$ cat config.mk
export PLATFORM = sky130hd
export DESIGN_NAME = swchg_irq_top
export DESIGN_NICKNAME = d
export VERILOG_FILES = /design/src/rtl/swchg_pkg.sv /design/src/rtl/swchg_decode.sv /design/src/rtl/swchg_handshake.sv /design/src/rtl/swchg_core.sv /design/src/rtl/swchg_irq_top.sv
export SDC_FILE = /design/constraint.sdc
export NUM_CORES = 1
export LEC_CHECK = 0
export BUFFER_PORTS_ARGS = -buffer_cell sky130_fd_sc_hd__clkbuf_2
export CORE_ASPECT_RATIO = 0.8
export CORE_UTILIZATION = 25
export CTS_CLUSTER_SIZE = 20
export DETAILED_ROUTE_END_ITERATION = 10
export PLACE_DENSITY = 0.43
export SYNTH_ARGS = -nofsm -noshare
export SYNTH_HDL_FRONTEND = slang
export SYNTH_HIERARCHICAL = 1
export SYNTH_SLANG_ARGS = --single-unit
$ cat constraint.sdc
create_clock -name clk -period 3.26 [get_ports clk]
set_input_delay 0.163 -clock clk [delete_from_list [all_inputs] [get_ports clk]]
set_output_delay 0.163 -clock clk [all_outputs]
set_load 0.005 [all_outputs]
$ cat src/rtl/swchg_pkg.sv
`timescale 1ns/1ps
package swchg_pkg;
  // Byte offsets inside the decoded window; software depends on these.
  localparam int OFF_NAMELEN = 'h000;
  localparam int OFF_NAMEPTR = 'h004;
  localparam int OFF_FLAGS   = 'h008;
  localparam int OFF_STATE   = 'h00C;
  localparam int OFF_STATUS  = 'h010;
  localparam int OFF_ENABLE  = 'h014;

  // One decoded bus access, at most one read kind and one write kind set.
  typedef struct packed {
    logic rd_namelen;
    logic rd_flags;
    logic rd_state;
    logic rd_status;
    logic wr_nameptr;
    logic wr_state;
    logic wr_enable;
    logic bad;
  } acc_t;
endpackage

$ cat src/rtl/swchg_decode.sv
`timescale 1ns/1ps
module swchg_decode
  import swchg_pkg::*;
#(
  parameter int ADDR_W   = 12,
  parameter bit OUT_MODE = 1'b1
) (
  input  logic [ADDR_W-1:0] addr,
  input  logic              rd,
  input  logic              wr,
  output acc_t              acc
);
  logic rd_bad, wr_bad;

  always_comb begin
    acc    = '0;
    rd_bad = 1'b0;
    wr_bad = 1'b0;
    if (rd) begin
      if      (addr == ADDR_W'(OFF_NAMELEN)) acc.rd_namelen = 1'b1;
      else if (addr == ADDR_W'(OFF_FLAGS))   acc.rd_flags   = 1'b1;
      else if (addr == ADDR_W'(OFF_STATE))   acc.rd_state   = 1'b1;
      else if (addr == ADDR_W'(OFF_STATUS))  acc.rd_status  = 1'b1;
      else                                   rd_bad         = 1'b1;
    end
    if (wr) begin
      if      (addr == ADDR_W'(OFF_NAMEPTR)) acc.wr_nameptr = 1'b1;
      else if (addr == ADDR_W'(OFF_ENABLE))  acc.wr_enable  = 1'b1;
      else if (addr == ADDR_W'(OFF_STATE) && OUT_MODE) acc.wr_state = 1'b1;
      else                                   wr_bad         = 1'b1;
    end
    acc.bad = rd_bad | wr_bad;
  end
endmodule

$ cat src/rtl/swchg_handshake.sv
`timescale 1ns/1ps
module swchg_handshake #(
  parameter int DATA_W   = 32,
  parameter bit OUT_MODE = 1'b1
) (
  input  logic              clk,
  input  logic              rst,
  input  logic              start,
  input  logic [DATA_W-1:0] wdata,
  input  logic              ack,
  input  logic [DATA_W-1:0] result,
  output logic              req,
  output logic [DATA_W-1:0] value,
  output logic              apply,
  output logic [DATA_W-1:0] apply_state
);
  generate
    if (OUT_MODE) begin : g_out
      logic busy_q, req_q;
      logic [DATA_W-1:0] value_q;

      always_ff @(posedge clk) begin
        if (rst) begin
          busy_q  <= 1'b0;
          req_q   <= 1'b0;
          value_q <= '0;
        end else begin
          req_q <= start && !busy_q;
          if (start && !busy_q) begin
            busy_q  <= 1'b1;
            value_q <= wdata;
          end else if (ack && busy_q) begin
            busy_q <= 1'b0;
          end
        end
      end

      assign req         = req_q;
      assign value       = value_q;
      assign apply       = ack && busy_q;
      assign apply_state = result;

      // the request is a single-cycle pulse
      a_r6_req_single: assert property (@(posedge clk) disable iff (rst)
        req_q |=> !req_q);
      // a state write during an open handshake raises no request
      a_r6_busy_ignores: assert property (@(posedge clk) disable iff (rst)
        (busy_q && !ack && start) |=> (!req_q && $stable(value_q)));
    end else begin : g_none
      assign req         = 1'b0;
      assign value       = '0;
      assign apply       = 1'b0;
      assign apply_state = '0;
    end
  endgenerate
endmodule

$ cat src/rtl/swchg_core.sv
`timescale 1ns/1ps
module swchg_core #(
  parameter int DATA_W = 32
) (
  input  logic              clk,
  input  logic              rst,
  input  logic              in_valid,
  input  logic [DATA_W-1:0] in_state,
  input  logic              hs_apply,
  input  logic [DATA_W-1:0] hs_state,
  input  logic              en_wr,
  input  logic              en_val,
  input  logic              stat_rd,
  output logic [DATA_W-1:0] state,
  output logic              pend,
  output logic              en,
  output logic              irq
);
  logic [DATA_W-1:0] state_q, new_state;
  logic pend_q, en_q, irq_q;
  logic take_hs, apply, clr, en_n, irq_n;

  // The input port outranks the handler when both land in one cycle.
  assign take_hs   = hs_apply && (hs_state != state_q);
  assign apply     = in_valid || take_hs;
  assign new_state = in_valid ? in_state : hs_state;
  assign clr       = stat_rd && pend_q && en_q;
  assign en_n      = en_wr ? en_val : en_q;

  always_comb begin
    irq_n = irq_q;
    if (en_wr && pend_q && (en_q != en_val)) irq_n = en_val;
    if (clr)   irq_n = 1'b0;
    if (apply) irq_n = en_n;
  end

  always_ff @(posedge clk) begin
    if (rst) begin
      state_q <= '0;
      pend_q  <= 1'b0;
      en_q    <= 1'b0;
      irq_q   <= 1'b0;
    end else begin
      en_q  <= en_n;
      irq_q <= irq_n;
      if (apply) begin
        state_q <= new_state;
        pend_q  <= 1'b1;
      end else if (clr) begin
        pend_q <= 1'b0;
      end
    end
  end

  assign state = state_q;
  assign pend  = pend_q;
  assign en    = en_q;
  assign irq   = irq_q;

  // the line always mirrors a pending change gated by the enable
  a_r5_irq_level: assert property (@(posedge clk) disable iff (rst)
    irq_q == (pend_q && en_q));
  // an input update lands in the state and marks it pending
  a_r3_input_taken: assert property (@(posedge clk) disable iff (rst)
    in_valid |=> (state_q == $past(in_state)) && pend_q);
  // an unchanged handler result leaves the state alone
  a_r7_same_ignored: assert property (@(posedge clk) disable iff (rst)
    (hs_apply && !in_valid && hs_state == state_q) |=> $stable(state_q));
  // an update beats a clearing read in the same cycle
  a_r10_update_wins: assert property (@(posedge clk) disable iff (rst)
    (in_valid && stat_rd) |=> pend_q);
endmodule

$ cat src/rtl/swchg_irq_top.sv
`timescale 1ns/1ps
module swchg_irq_top
  import swchg_pkg::*;
#(
  parameter int DATA_W       = 32,
  parameter int WINDOW_BYTES = 4096,
  parameter int NAME_LEN     = 8,
  parameter bit OUT_MODE     = 1'b1,
  localparam int ADDR_W      = $clog2(WINDOW_BYTES)
) (
  input  logic              clk,
  input  logic              rst,
  input  logic [ADDR_W-1:0] bus_addr,
  input  logic              bus_rd,
  input  logic              bus_wr,
  input  logic [DATA_W-1:0] bus_wdata,
  output logic [DATA_W-1:0] bus_rdata,
  input  logic              sw_in_valid,
  input  logic [DATA_W-1:0] sw_in_state,
  output logic              hnd_req,
  output logic [DATA_W-1:0] hnd_value,
  input  logic              hnd_ack,
  input  logic [DATA_W-1:0] hnd_result,
  output logic              irq,
  output logic              err
);
  acc_t acc;
  logic hs_apply;
  logic [DATA_W-1:0] hs_state, state;
  logic pend, en;
  logic [DATA_W-1:0] rdata_q;
  logic err_q;

  swchg_decode #(.ADDR_W(ADDR_W), .OUT_MODE(OUT_MODE)) u_decode (
    .addr (bus_addr),
    .rd   (bus_rd),
    .wr   (bus_wr),
    .acc  (acc)
  );

  swchg_handshake #(.DATA_W(DATA_W), .OUT_MODE(OUT_MODE)) u_hs (
    .clk         (clk),
    .rst         (rst),
    .start       (acc.wr_state),
    .wdata       (bus_wdata),
    .ack         (hnd_ack),
    .result      (hnd_result),
    .req         (hnd_req),
    .value       (hnd_value),
    .apply       (hs_apply),
    .apply_state (hs_state)
  );

  swchg_core #(.DATA_W(DATA_W)) u_core (
    .clk      (clk),
    .rst      (rst),
    .in_valid (sw_in_valid),
    .in_state (sw_in_state),
    .hs_apply (hs_apply),
    .hs_state (hs_state),
    .en_wr    (acc.wr_enable),
    .en_val   (bus_wdata[0]),
    .stat_rd  (acc.rd_status),
    .state    (state),
    .pend     (pend),
    .en       (en),
    .irq      (irq)
  );

  always_ff @(posedge clk) begin
    if (rst) begin
      rdata_q <= '0;
      err_q   <= 1'b0;
    end else begin
      if (bus_rd) begin
        if      (acc.rd_namelen) rdata_q <= DATA_W'(NAME_LEN);
        else if (acc.rd_flags)   rdata_q <= DATA_W'(OUT_MODE);
        else if (acc.rd_state)   rdata_q <= state;
        else if (acc.rd_status)  rdata_q <= DATA_W'(pend && en);
        else                     rdata_q <= '0;
      end
      if (acc.bad) err_q <= 1'b1;
    end
  end

  assign bus_rdata = rdata_q;
  assign err       = err_q;

  // the error flag never falls before reset
  a_r8_err_sticky: assert property (@(posedge clk) disable iff (rst)
    err_q |=> err_q);
  // a name-pointer write alone never raises the error flag
  a_r9_nameptr_quiet: assert property (@(posedge clk) disable iff (rst)
    (acc.wr_nameptr && !bus_rd && !err_q) |=> !err_q);
  // an illegal read returns zero
  a_r8_bad_read_zero: assert property (@(posedge clk) disable iff (rst)
    (bus_rd && !(acc.rd_namelen || acc.rd_flags || acc.rd_state || acc.rd_status))
      |=> (rdata_q == '0));
endmodule

[After elaboration in Yosys (flattened, before gate mapping)]
Cells that the tools add are included.
W data, S select, Z words.
Word-level totals
  input port bits: 114
  bits in registers: 102
  output and inout bits: 67
Operators by class
  equality and inequality tests: 7
  bitwise gates (word level): 1
  mux-type cells: 34
  reductions and logical operators: 14
Operators with widths (count)
  $mux W32: 4
  $ne A32 B32 Y1: 1
  $mux W1: 25
  $eq A12 B4 Y1 const B: 2
  $eq A12 B5 Y1 const B: 2
  $eq A12 B3 Y1 const B: 1
  $logic_not A12 Y1: 1
  $logic_and A1 B1 Y1: 8
  $mux W2: 3
  $mux W4: 1
  $reduce_bool A2 Y1: 2
  $mux W3: 1
  $reduce_bool A3 Y1: 1
  $logic_not A1 Y1: 1
  $logic_or A1 B1 Y1: 1
  $ne A1 B1 Y1: 1
  $or A1 B1 Y1: 1

[Depth between registers and ports, before layout]
  depth in word-level cells: 10
  mapped depth: 9

[Hierarchy]
Netlist, hierarchy kept.
Modules (own cells, without submodules)
  swchg_core: instances 1, cells an instance 204, area each 2142.1 um^2
  swchg_handshake: instances 1, cells an instance 183, area each 1799.2 um^2
  swchg_irq_top: instances 1, cells an instance 116, area each 1147.4 um^2
  swchg_decode: instances 1, cells an instance 21, area each 128.9 um^2

[Least setup slack after synthesis]
No wires, ideal clock.
  path type: register to register
  from: reg u_core.state_q[9] (netlist: u_core/state[9])
  to: reg u_core.irq_q (netlist: u_core/irq)
  data required time: 3173 ps
  period minus slack after synthesis: 1808 ps
  stages on the path, launching flop included: 9
  slack: 1452 ps
  data arrival time: 1721 ps
  setup time: 87 ps
  buffers on the path: 2
  path through: dfxtp_1 > xor2_1 > nor4_1 > nand4_1 > o21ai_4 > nand2b_1 > buf_2 > buf_6 > a221oi_2
Between the ends
  longest elaborated chain between the ends: 4
  elaborated cells on any way between the ends: 5
  classes of those cells: eq/ne (1); mux (1); reduce/logical (3)
Ends and longest elaborated chain
  start: declaration: line swchg_core.sv:19  | logic [DATA_W-1:0] state_q, new_state;
  start signal: assignment: line swchg_core.sv:47  | state_q <= new_state;
  $ne A32 B32 Y1 *: line swchg_core.sv:24  | assign take_hs = hs_apply && (hs_state != state_q);
  $logic_and A1 B1 Y1 *: line swchg_core.sv:24
  $logic_or A1 B1 Y1 *: line swchg_core.sv:25  | assign apply = in_valid || take_hs;
  $reduce_bool A3 Y1 (no source line) / $mux W1 (equally long branches)
  end signal: assignment: line swchg_core.sv:45  | irq_q <= irq_n;
  end: declaration: line swchg_core.sv:20  | logic pend_q, en_q, irq_q;
Mark *: on every way between the ends. The rest lies on a longest branch, timed or not.
A chain may end at the register's enable or synchronous reset.

[Worst setup path after layout]
  from: reg u_core.state_q[0] (netlist: u_core/state[0])
  to: reg u_core.state_q[17] (netlist: u_core/state[17])
Between the ends
  longest elaborated chain between the ends: 3
Ends and longest elaborated chain (line)
  $ne A32 B32 Y1: swchg_core.sv:24
  $logic_and A1 B1 Y1: swchg_core.sv:24
  $logic_or A1 B1 Y1: swchg_core.sv:25
Every way passes these cells.

==> results.sh <==
export IMPL_outcome="finished clean"
export IMPL_gp_congestion=0.767
export IMPL_cts_buffers=9
export IMPL_postPlaceCellArea_sq_mm=0.00601
export IMPL_antenna_found_initial=2
export IMPL_min_delay_path_depth=3
export IMPL_rsz0062_at_grt="no"
export IMPL_synth_warnings=6
export IMPL_p_per_area_mw_per_mm2=420
export IMPL_finalMaxSlewViolations=0
export IMPL_syn_area_sq_mm=0.00521
export IMPL_ios=181
export IMPL_cts_hold_fix_buffers=0
export IMPL_skew_ns=0.0106
export IMPL_synthCells=523
export IMPL_rows=46
export IMPL_critical_path_required_ns=3.52
export IMPL_cts_setup_buffers=0
export IMPL_cts_tree="built"
export IMPL_met2_usage=0.237
export IMPL_die_h_microns=131
export IMPL_drive_above_1_share=0.377
export IMPL_fin_nets=757
export IMPL_tightest_slew_ns=1.26
export IMPL_critPathCaptureType="flop"
export IMPL_dr_pass1_iters=6
export IMPL_wl_microns=15800
export IMPL_track_usage=0.149
export IMPL_ant_nets=0
export IMPL_hold_path_class="in -> reg"
export IMPL_first_iter_violations=314
export IMPL_grt_max_degree=88
export IMPL_num_vias=4304
export IMPL_core_area_sq_mm=0.0201
export IMPL_cap_violations=0
export IMPL_cts_sinks=102
export IMPL_clkLatencyLatePin_ns=0.35
export IMPL_slew_headroom=0.161
export IMPL_gr_total_overflow=0
export IMPL_clock_tree_buffer_depth=2
export IMPL_busiest_layer="met2"
export IMPL_finalSetupTns_ns=0
export IMPL_area_delta_synth_final_pct=20.5
export IMPL_io_buffers=180
export IMPL_fmax_ghz=0.416
export IMPL_path_clk_slew_ns=0.08
export IMPL_min_period_ns=2.40
export IMPL_grt_pass1_wl_microns=24800
export IMPL_fin_crit_sh=0.738
export IMPL_worst_ep_arrival_time_ns=2.66
export IMPL_leakage_nw=2.62
export IMPL_hold_violations=0
export IMPL_path_class="reg -> reg"
export IMPL_cp_max_fo=18
export IMPL_max_vdd_ir_drop_mv=0.237
export IMPL_dp_hpwl_microns=11100
export IMPL_cts_max_level=3
export IMPL_viasPerCell=4.71
export IMPL_wl_per_cell_microns=17.3
export IMPL_drc=0
export IMPL_setup_viol=0
export IMPL_syn_num_nets=637
export IMPL_ff2ff_path_depth=7
export IMPL_syn_area_per_cell_sq_um=9.96
export IMPL_grt_use_met3=0.0328
export IMPL_cts_root_buf="clkbuf_16"
export IMPL_die_x_microns=163
export IMPL_grt_pass1_vias=4458
export IMPL_met1_usage=0.193
export IMPL_die_area_sq_mm=0.0214
export IMPL_cts_resized_gates=0
export IMPL_final_area_sq_mm=0.00628
export IMPL_cp_start_kind="flop"
export IMPL_start_util=0.259
[placed cells by master, fill, tap and decap left out, types with 2 or more instances in the layout]
cell / n
a211oi_1: 2
a21oi_1: 6
a221oi_1: 3
a221oi_2: 30
a22oi_1: 30
buf_12: 2
buf_4: 5
clkbuf_16: 9
clkbuf_2: 178
clkinvlp_4: 3
dfxtp_1: 102
diode_2: 2
inv_1: 4
mux2i_1: 33
nand2_1: 2
nand2b_1: 32
nand3_1: 2
nand4_1: 3
nand4bb_1: 32
nor2_1: 70
nor2b_1: 2
nor4_1: 11
o21ai_0: 3
o21ai_1: 25
o21ai_2: 5
xor2_1: 32
[metrics by stage]
step | setup WS (ns) | instances | utilization | power [mW] | hold WS [ns]
after CTS | 0.764 | 911 | 0.312 | 2.69 | 0.0473
after detailed placement | 0.783 | 896 | 0.298 | 1.66 | 0.430
final | 0.855 | 913 | 0.312 | 2.64 | 0.0701
after global routing | 0.632 | 913 | 0.312 | 2.76 | 0.0613
after floorplan | 1.45 | 523 | - | 1.55 | 0.259
after global placement | 0.815 | 896 | 0.298 | 1.65 | 0.424
[metal layers]
layer  vias to the layer above  wire [microns]
met3                        21             776
met5                         -               0
met4                         0             340
met1                      2056            7270
li1                       2110               -
met2                       117            7420
[state kept, by name, indices dropped and copies added (netlist names)]
name and cells:
bus_rdata 32, u_core/state 32, u_hs/value 32, err 1, u_core/en 1, u_core/irq 1
u_core/pend 1, u_hs/g_out.busy_q 1, u_hs/req 1
[final cells by class]
class                           count  area (sq um)
Antenna cell                        2          5.00
Clock buffer                       10           229
Clock inverter                      5          36.3
Fill cell                        2156         13900
Inverter                            4          15.0
Multi-Input combinational cell    340          2650
Sequential cell                   102          2040
Tap cell                          264           330
Timing Repair Buffer              186           973
[critical path: stages (launching register included)]
cell and delay [ns]:
dfxtp_1 0.36, xor2_1 0.17, nor4_1 0.46, nand4_1 0.23
o21ai_4 0.19, nand2b_2 0.32, buf_12 0.29, a221oi_1 0.28
[power breakdown]
group	switching (mW)	internal [mW]
sequential	0.0309	1.28
clock	0.499	0.516
combinational	0.170	0.145
[worst paths after layout]
check	from	endpoint	slack, ns
hold / removal	bus_wdata[13]	u_hs/value[13]$_SDFFE_PP0P_	0.07
hold reg to reg	u_hs/value[14]$_SDFFE_PP0P_	u_hs/value[14]$_SDFFE_PP0P_	0.46
setup / recovery	u_core/state[0]$_SDFFE_PP0P_	u_core/state[17]$_SDFFE_PP0P_	0.86
setup reg to reg	u_core/state[0]$_SDFFE_PP0P_	u_core/state[17]$_SDFFE_PP0P_	0.86
Note: power is estimated with default switching activity, not from simulation.
